===== config.mk =====
export PLATFORM = sky130hd
export DESIGN_NAME = trackReqChecker
export DESIGN_NICKNAME = d
export VERILOG_FILES = /design/src/rtl/trkPkg.sv /design/src/rtl/trkCtrl.sv /design/src/rtl/trkData.sv /design/src/rtl/trackReqChecker.sv
export SDC_FILE = /design/constraint.sdc
export NUM_CORES = 1
export LEC_CHECK = 0
export BUFFER_PORTS_ARGS = -buffer_cell sky130_fd_sc_hd__buf_4
export CORE_AREA = 5 5 260 262
export DETAILED_ROUTE_END_ITERATION = 7
export DIE_AREA = 0 0 265 267
export PLACE_DENSITY = 0.47
export RECOVER_POWER = 25
export SYNTH_ARGS = -nofsm -noshare
export SYNTH_HDL_FRONTEND = slang
export SYNTH_SLANG_ARGS = --single-unit

===== constraint.sdc =====
create_clock -name clk -period 4 [get_ports clk]
set_clock_uncertainty 0.2 [all_clocks]
set_input_delay 0.8 -clock clk [delete_from_list [all_inputs] [get_ports clk]]
set_output_delay 0.8 -clock clk [all_outputs]
set_load 0.005 [all_outputs]

===== src/rtl/trkPkg.sv =====
package trkPkg;
  typedef enum logic [1:0] {
    FLT_NONE = 2'd0,
    FLT_GP   = 2'd1,
    FLT_PF   = 2'd2
  } faultT;

  localparam logic [2:0] PG_OWNER   = 3'd0;
  localparam logic [2:0] PG_THREAD  = 3'd1;
  localparam logic [2:0] PG_REGULAR = 3'd2;
  localparam logic [2:0] PG_TRIMMED = 3'd4;

  localparam int unsigned CODE_OK         = 0;
  localparam int unsigned CODE_INVALID    = 6;
  localparam int unsigned CODE_CONFLICT   = 7;
  localparam int unsigned CODE_INCOMPLETE = 17;
  localparam int unsigned CODE_NOT_REQ    = 27;

  typedef enum logic [3:0] {
    OC_GP, OC_PF, OC_PAGE_CONFLICT, OC_INVALID, OC_NOT_REQ,
    OC_TRK_CONFLICT, OC_INCOMPLETE, OC_OK, OC_EXIT_RES, OC_EXIT_REF
  } outcomeT;

  typedef struct packed {
    logic    issueMeta;
    logic    issueOwn;
    logic    ownFromMeta;
    logic    finish;
    outcomeT outcome;
  } ctrlStrobeT;
endpackage


===== src/rtl/trkCtrl.sv =====
module trkCtrl
  import trkPkg::*;
#(
  parameter int ADDR_W     = 64,
  parameter int PAGE_SHIFT = 12,
  parameter int TRK_W      = 8
) (
  input  logic              clk,
  input  logic              rstN,
  input  logic              reqValid,
  input  logic [ADDR_W-1:0] reqAddr,
  input  logic [1:0]        reqPriv,
  input  logic [ADDR_W-1:0] protBase,
  input  logic [ADDR_W-1:0] protLimit,
  input  logic              pageBusy,
  input  logic              metaValid,
  input  logic [2:0]        metaType,
  input  logic              ownTrackBusy,
  input  logic [TRK_W-1:0]  ownTracking,
  input  logic              virtMode,
  input  logic              extEnable,
  output ctrlStrobeT        strb
);
  typedef enum logic [2:0] {S_IDLE, S_MWAIT, S_MCHK, S_OWAIT, S_OCHK} stateT;
  stateT state, stateNxt;

  logic misaligned, outOfRange, divertExit;
  assign misaligned = |reqAddr[PAGE_SHIFT-1:0];
  assign outOfRange = (reqAddr < protBase) || (reqAddr >= protLimit);
  assign divertExit = virtMode && extEnable;

  always_comb begin
    stateNxt = state;
    strb = '{issueMeta: 1'b0, issueOwn: 1'b0, ownFromMeta: 1'b0,
             finish: 1'b0, outcome: OC_OK};
    unique case (state)
      S_IDLE: if (reqValid) begin
        if (misaligned || reqPriv != 2'd0) begin
          strb.finish = 1'b1; strb.outcome = OC_GP;
        end else if (outOfRange) begin
          strb.finish = 1'b1; strb.outcome = OC_PF;
        end else if (pageBusy) begin
          strb.finish = 1'b1; strb.outcome = OC_PAGE_CONFLICT;
        end else begin
          strb.issueMeta = 1'b1; stateNxt = S_MWAIT;
        end
      end
      S_MWAIT: stateNxt = S_MCHK;
      S_MCHK: begin
        stateNxt = S_IDLE;
        if (!metaValid) begin
          strb.finish = 1'b1; strb.outcome = OC_INVALID;
        end else if (metaType == PG_REGULAR || metaType == PG_THREAD ||
                     metaType == PG_TRIMMED) begin
          strb.issueOwn = 1'b1; strb.ownFromMeta = 1'b1; stateNxt = S_OWAIT;
        end else if (metaType == PG_OWNER) begin
          strb.issueOwn = 1'b1; stateNxt = S_OWAIT;
        end else begin
          strb.finish = 1'b1; strb.outcome = OC_NOT_REQ;
        end
      end
      S_OWAIT: stateNxt = S_OCHK;
      S_OCHK: begin
        stateNxt = S_IDLE;
        strb.finish = 1'b1;
        if (ownTrackBusy)
          strb.outcome = divertExit ? OC_EXIT_RES : OC_TRK_CONFLICT;
        else if (|ownTracking)
          strb.outcome = divertExit ? OC_EXIT_REF : OC_INCOMPLETE;
        else
          strb.outcome = OC_OK;
      end
      default: stateNxt = S_IDLE;
    endcase
  end

  always_ff @(posedge clk) begin
    if (!rstN) state <= S_IDLE;
    else       state <= stateNxt;
  end

  // a request seen mid-operation must not start or finish anything
  a_r11_busy_ignores_req: assert property (@(posedge clk) disable iff (!rstN)
    (state == S_MWAIT || state == S_OWAIT) |-> !strb.finish && !strb.issueMeta);
endmodule


===== src/rtl/trkData.sv =====
module trkData
  import trkPkg::*;
#(
  parameter int ADDR_W = 64,
  parameter int CODE_W = 64
) (
  input  logic              clk,
  input  logic              rstN,
  input  ctrlStrobeT        strb,
  input  logic [ADDR_W-1:0] reqAddr,
  input  logic [ADDR_W-1:0] metaOwner,
  input  logic [63:0]       ownContext,
  output logic              metaReq,
  output logic [ADDR_W-1:0] metaAddr,
  output logic              ownReq,
  output logic [ADDR_W-1:0] ownAddr,
  output logic              done,
  output logic [1:0]        fault,
  output logic [ADDR_W-1:0] faultAddr,
  output logic              resultValid,
  output logic [CODE_W-1:0] resultCode,
  output logic              zf,
  output logic              cf,
  output logic              pf,
  output logic              af,
  output logic              of,
  output logic              sf,
  output logic              exitValid,
  output logic [1:0]        exitQual,
  output logic [63:0]       exitGpa
);
  always_ff @(posedge clk) begin
    if (!rstN) begin
      metaReq <= 1'b0; metaAddr <= '0; ownReq <= 1'b0; ownAddr <= '0;
      done <= 1'b0; fault <= FLT_NONE; faultAddr <= '0;
      resultValid <= 1'b0; resultCode <= '0;
      {zf, cf, pf, af, of, sf} <= '0;
      exitValid <= 1'b0; exitQual <= '0; exitGpa <= '0;
    end else begin
      metaReq <= strb.issueMeta;
      ownReq  <= strb.issueOwn;
      done    <= strb.finish;
      if (strb.issueMeta) metaAddr <= reqAddr;
      if (strb.issueOwn)  ownAddr  <= strb.ownFromMeta ? metaOwner : metaAddr;
      if (strb.finish) begin
        fault <= FLT_NONE; resultValid <= 1'b0; exitValid <= 1'b0;
        resultCode <= '0; exitQual <= '0; exitGpa <= '0;
        {zf, cf, pf, af, of, sf} <= '0;
        unique case (strb.outcome)
          OC_GP: fault <= FLT_GP;
          OC_PF: begin fault <= FLT_PF; faultAddr <= reqAddr; end
          OC_PAGE_CONFLICT, OC_TRK_CONFLICT: begin
            resultValid <= 1'b1; resultCode <= CODE_W'(CODE_CONFLICT); zf <= 1'b1;
          end
          OC_INVALID: begin
            resultValid <= 1'b1; resultCode <= CODE_W'(CODE_INVALID); zf <= 1'b1;
          end
          OC_INCOMPLETE: begin
            resultValid <= 1'b1; resultCode <= CODE_W'(CODE_INCOMPLETE); zf <= 1'b1;
          end
          OC_NOT_REQ: begin
            resultValid <= 1'b1; resultCode <= CODE_W'(CODE_NOT_REQ); cf <= 1'b1;
          end
          OC_OK: resultValid <= 1'b1;
          OC_EXIT_RES: begin exitValid <= 1'b1; exitQual <= 2'd0; exitGpa <= ownContext; end
          OC_EXIT_REF: begin exitValid <= 1'b1; exitQual <= 2'd1; exitGpa <= ownContext; end
          default: fault <= FLT_NONE;
        endcase
      end
    end
  end

  // metadata strobe lasts one cycle
  a_r5_meta_pulse: assert property (@(posedge clk) disable iff (!rstN)
    metaReq |=> !metaReq);
  // owner strobe lasts one cycle
  a_r6_own_pulse: assert property (@(posedge clk) disable iff (!rstN)
    ownReq |=> !ownReq);
endmodule


===== src/rtl/trackReqChecker.sv =====
module trackReqChecker
  import trkPkg::*;
#(
  parameter int ADDR_W     = 64,
  parameter int PAGE_SHIFT = 12,
  parameter int TRK_W      = 8,
  parameter int CODE_W     = 64
) (
  input  logic              clk,
  input  logic              rstN,
  input  logic              reqValid,
  input  logic [ADDR_W-1:0] reqAddr,
  input  logic [1:0]        reqPriv,
  input  logic [ADDR_W-1:0] protBase,
  input  logic [ADDR_W-1:0] protLimit,
  input  logic              pageBusy,
  input  logic              virtMode,
  input  logic              extEnable,
  output logic              metaReq,
  output logic [ADDR_W-1:0] metaAddr,
  input  logic              metaValid,
  input  logic [2:0]        metaType,
  input  logic [ADDR_W-1:0] metaOwner,
  output logic              ownReq,
  output logic [ADDR_W-1:0] ownAddr,
  input  logic              ownTrackBusy,
  input  logic [TRK_W-1:0]  ownTracking,
  input  logic [63:0]       ownContext,
  output logic              done,
  output logic [1:0]        fault,
  output logic [ADDR_W-1:0] faultAddr,
  output logic              resultValid,
  output logic [CODE_W-1:0] resultCode,
  output logic              zf,
  output logic              cf,
  output logic              pf,
  output logic              af,
  output logic              of,
  output logic              sf,
  output logic              exitValid,
  output logic [1:0]        exitQual,
  output logic [63:0]       exitGpa
);
  ctrlStrobeT strb;

  trkCtrl #(.ADDR_W(ADDR_W), .PAGE_SHIFT(PAGE_SHIFT), .TRK_W(TRK_W)) ctrl_i (
    .clk, .rstN, .reqValid, .reqAddr, .reqPriv, .protBase, .protLimit,
    .pageBusy, .metaValid, .metaType, .ownTrackBusy, .ownTracking,
    .virtMode, .extEnable, .strb
  );

  trkData #(.ADDR_W(ADDR_W), .CODE_W(CODE_W)) data_i (
    .clk, .rstN, .strb, .reqAddr, .metaOwner, .ownContext,
    .metaReq, .metaAddr, .ownReq, .ownAddr, .done, .fault, .faultAddr,
    .resultValid, .resultCode, .zf, .cf, .pf, .af, .of, .sf,
    .exitValid, .exitQual, .exitGpa
  );

  // one outcome class per completion
  a_r11_one_outcome: assert property (@(posedge clk) disable iff (!rstN)
    done |-> $countones({fault != 2'd0, resultValid, exitValid}) == 1);
  // faults complete the cycle after the request
  a_r1_fault_direct: assert property (@(posedge clk) disable iff (!rstN)
    (done && fault != 2'd0) |-> $past(reqValid));
  // an invalid-page result follows a metadata lookup
  a_r5_invalid_after_lookup: assert property (@(posedge clk) disable iff (!rstN)
    (done && resultValid && resultCode == CODE_W'(6) && !zf == 1'b0 && !$past(reqValid))
      |-> $past(metaReq, 2));
  // an exit follows an owner lookup
  a_r8_exit_after_owner: assert property (@(posedge clk) disable iff (!rstN)
    (done && exitValid) |-> $past(ownReq, 2));
endmodule


==> results.md <==
- The finished layout holds 3053 standard cells, fillers aside.
- Entering global routing, the biggest net connects 124 pins.
- For this block, the via count after detailed routing is between 10000 and 15000.
- The synthesized design contains 0 enable-type register cells.
- The tree built by TritonCTS fans out to 274 sinks.
- The global-route usage over all layers is 15.84%.
- The area of the die is 70760 um2.
- The number of cells on the worst reg-to-reg path is 7.
- Summing every instance area after synthesis gives 13960 um2.
- Together, buffers and inverters on the worst path number 6.
- The average instance in the mapped netlist occupies 9.282 um2.
- After synthesis, the cell types taking the most area are sky130_fd_sc_hd__dfxtp_1 39%, sky130_fd_sc_hd__mux2i_1 12%, sky130_fd_sc_hd__ha_1 11%, sky130_fd_sc_hd__a22o_1 4.1%, sky130_fd_sc_hd__nand2_1 4.0%.
- After synthesis, the largest area contributor takes up 39.29% of total cell area.
- Cells with a size suffix above 1 make up between 30% and 40% of the layout.
- Counting I/O delays and the setup requirement, the final critical path takes 3.796 ns.
- The number of violations reported at the end of detailed-routing iteration 0 is 561.
- The category of the critical setup timing path is input pin to register.
- The total placed cells including tap cells is 2980.
- The final weighted congestion in routability-driven placement is roughly 0.9.
- The total negative slack for setup checks is 0 ns.
- The later pin in the worst-skew pair is clocked with a latency of between 0.5 and 0.6 ns.
- Timing would allow up to 0.2634 GHz.
- The first global-routing pass estimated roughly 86 mm of wire.
- The cell family contributing the most delay on the critical path is buffers and inverters.
- The residual overflow from global routing is 0.
- Dividing total power by cell area gives a power density of 328.3 nW/um2.
- The count of buffers added on input and output ports is between 600 and 700.
- Wires add up to 59.88 mm.
- The TritonCTS clock tree is done.
- The number of antenna-violating nets in the routed design is 0.
- The depth of the critical timing path with buffers and inverters included is 15.
- sky130_fd_sc_hd__dfxtp_1 takes more of the synthesized area than any other cell.
- The clock buffer count from CTS is 36.
- The width of the die is 265 um.
- The worst pin sits at a relative slew slack of under 10%.
- The slowest stage of the critical path belongs to the cell sky130_fd_sc_hd__nor3_1.
- The max-cap violation count is 0.
- Data on the critical path is required at its endpoint by 4.28 ns.
- STA classifies the critical path startpoint as an input pin.
- The clock tree buffer depth is 3.
- The worst voltage drop across the vdd grid is between 0.2 and 0.25 mV.
- Setup violations remaining at the end of the flow were counted as 0.
- The count of warnings emitted by yosys is 0.
- In the final layout, the multi-input gates occupy 7387 um2.
- The number of endpoints with negative hold slack in the final report is 0.
- The initial core utilization is 21.42%.
- The largest single stage delay on the critical path is 0.45 ns.
- In the final routed layout, each cell accounts on average for 19.61 um.
- The fraction of the cycle the final worst path needs is 94.90%.
- The growth of design area from synthesis to finish is 48.48%.
- The worst-case setup slack after placement is -0.5554 ns.
- For this design, the CTS-stage hold fixing added 0 buffers.
- Sequential elements use 39.29% of the synthesized area.
- Using the TritonRoute via totals, the vias-per-cell ratio works out to 4.316.
- After clock tree synthesis, the clock-pin slew on the worst setup and hold paths is 0.06 ns.
- The path type of the worst min-delay path is register to register.
- The via count of the first global-routing pass is around 13000.
- After synthesis, the share of flip-flops with an asynchronous set or reset is 0%.
- The clock root buffer is sky130_fd_sc_hd__clkbuf_16.
- The post-layout net count is 2622.
- The largest fanout on the critical path is 53.
- In the post-route analysis, the smallest setup slack over all paths is 0.2040 ns.
- The first TritonRoute pass finished after 4 iterations.
- Counting every instance in the synthesized netlist gives 1504.
- Traced cell by cell, the critical path runs through buf_4 -> ha_1 -> nand4_1 -> nor3_1 -> buf_4 -> nand4_1 -> buf_4 -> o21a_1 -> o21ai_0 -> buf_4 -> o2111ai_1 -> buf_4 -> a211oi_4 -> buf_12 -> a22o_1.
- The flow ran to the end, and the final reports show no timing, DRC or antenna violations.
- In this run, synthesis produced a sequential element count of between 200 and 300.
- Setup repair after global routing left no endpoint under its margin.
- The number of unique standard cell types used by synthesis is slightly below 70.
- By count the netlist is led by 274 x sky130_fd_sc_hd__dfxtp_1, 168 x sky130_fd_sc_hd__mux2i_1, 149 x sky130_fd_sc_hd__nand2_1.
- The most numerous cell on the critical path is sky130_fd_sc_hd__buf_4.
- The number of stages on the worst hold path is 2.
- The library cell with the highest instance count after synthesis is sky130_fd_sc_hd__dfxtp_1.
- Detailed placement finished with a half-perimeter wire length of between 40 and 50 mm.
- The area of the core is 65160 um2.
- For this design the static power due to leakage is 0.009885 uW.
- The count of boundary I/O pins is slightly below 700.
- In the synthesized netlist the dominant register cell turns out to be sky130_fd_sc_hd__dfxtp_1.
- For this run, design rule violations remaining after detail routing come to 0.
- Measured along the y axis, the die boundary spans 267 um.
- The final-layout fill cell count is 6912.
- The initial antenna violation count is 12.
- The worst setup path is captured at a register.
- The number of H-tree branching levels is 2.
- The critical path arrival is 4.08 ns.
- The transition time of the tightest slew-check pin is 1.408 ns.
- After floorplanning, the core was divided into 94 placement rows.
- The max-slew violation count is 0.
- The sequential cells in the finished layout cover a total of 5485 um2.
==> registers in the layout, indices dropped and copies added, names as in the netlist, 2 cells and up <==
signal             count
data_i.metaAddr       64
data_i.resultCode      5
data_i.fault           2
ctrl_i.state           3
data_i.ownAddr        64
data_i.faultAddr      64
data_i.exitGpa        64
==> path summary, 6_finish.rpt <==
path                                       from  slack [ns]                                to
setup / recovery                    reqAddr[46]        0.20   data_i.exitGpa[10]$_SDFFE_PN0P_
hold reg to reg   data_i.exitValid$_SDFFE_PN0P_        0.24     data_i.exitValid$_SDFFE_PN0P_
hold / removal    data_i.exitValid$_SDFFE_PN0P_        0.24     data_i.exitValid$_SDFFE_PN0P_
setup reg to reg   ctrl_i.state[2]$_SDFFE_PN0P_        0.72  data_i.metaAddr[48]$_SDFFE_PN0P_
==> layout by cell type (no fill, tap or decap), types with 4 or more instances in the layout <==
cell                          n
sky130_fd_sc_hd__buf_4      546
sky130_fd_sc_hd__dfxtp_1    274
sky130_fd_sc_hd__mux2i_1    168
sky130_fd_sc_hd__nand2_1    149
sky130_fd_sc_hd__nor2_1     137
sky130_fd_sc_hd__inv_1      130
sky130_fd_sc_hd__ha_1       127
sky130_fd_sc_hd__clkbuf_1    76
sky130_fd_sc_hd__a211oi_1    68
sky130_fd_sc_hd__clkbuf_4    68
sky130_fd_sc_hd__a22o_1      65
sky130_fd_sc_hd__conb_1      64
sky130_fd_sc_hd__a21oi_1     48
sky130_fd_sc_hd__clkbuf_16   36
sky130_fd_sc_hd__o21ai_0     24
sky130_fd_sc_hd__nand4_1     22
sky130_fd_sc_hd__nand3_1     15
sky130_fd_sc_hd__buf_12      14
sky130_fd_sc_hd__and3_1      12
sky130_fd_sc_hd__nor3b_2     10
sky130_fd_sc_hd__diode_2      9
sky130_fd_sc_hd__nor3_1       9
sky130_fd_sc_hd__a21o_1       8
sky130_fd_sc_hd__o21a_1       7
sky130_fd_sc_hd__clkbuf_8     7
sky130_fd_sc_hd__nor4_1       6
sky130_fd_sc_hd__clkinv_2     5
sky130_fd_sc_hd__and4_1       4
sky130_fd_sc_hd__a221oi_1     4
sky130_fd_sc_hd__nand2b_1     4
sky130_fd_sc_hd__or3_1        4
sky130_fd_sc_hd__nor3_2       4
==> timing repair <==
action                     in CTS  in global routing
gates resized for setup         0                  3
setup endpoints to repair       0                 73
setup buffers                   0                  0
==> kinds of logic (layout without fill, tap and decap cells) <==
logic type	Yosys count	in the layout	synth area share, %
flip-flops	274	274	39.29
other	1	73	0.02686
adder cells (fa/ha/maj)	127	127	11.38
multiplexers	169	169	12.13
AO/OA/AOI/OAI	259	259	13.88
buffers and inverters	277	890	9.877
AND/OR/NAND/NOR	397	397	13.41
==> metrics by stage <==
| stage | cell area [um2] | hold slack, ns | util, % | power (uW) |
|---|---|---|---|---|
| 2_1_floorplan | 14200 | 0.2388 | - | 3278 |
| 3_3_place_gp | 19820 | 0.2373 | 30.42 | 3786 |
| 3_5_place_dp | 19820 | 0.2389 | 30.42 | 3803 |
| 4_1_cts | 20940 | 0.2106 | 32.14 | 6964 |
| 5_1_grt | 20720 | 0.2311 | 31.80 | 7138 |
| 6_report | 20730 | 0.2441 | 31.81 | 6804 |
==> metal layers <==
metal	GRT usage [%]	vias to the layer above	part of all wire (%)
li1	-	6468	-
met4	5.091	8	3.0
met3	4.572	96	7.6
met2	28.34	453	50
met5	0	-	0.097
met1	18.25	6151	39
==> power breakdown <==
part	total (uW)	switching [uW]	internal [uW]
combinational	956	471	485
clock	3080	1280	1800
sequential	2770	15.2	2760
==> worst min-delay path, cell delays in order (launching register included) <==
cell and delay, ns:
sky130_fd_sc_hd__dfxtp_1 0.31, sky130_fd_sc_hd__nand2_1 0.05, sky130_fd_sc_hd__nand2_1 0.04
==> area by class of cell <==
cell class                      count  area share, %
Multi-Input combinational cell   1016          35.64
Sequential cell                   274          26.46
Clock buffer                       53          4.992
Timing Repair Buffer              695          24.81
Clock inverter                     11         0.3924
Tap cell                          864          5.216
Inverter                          131          2.378
Antenna cell                        9         0.1087
Power figures use the tool's default switching activity.
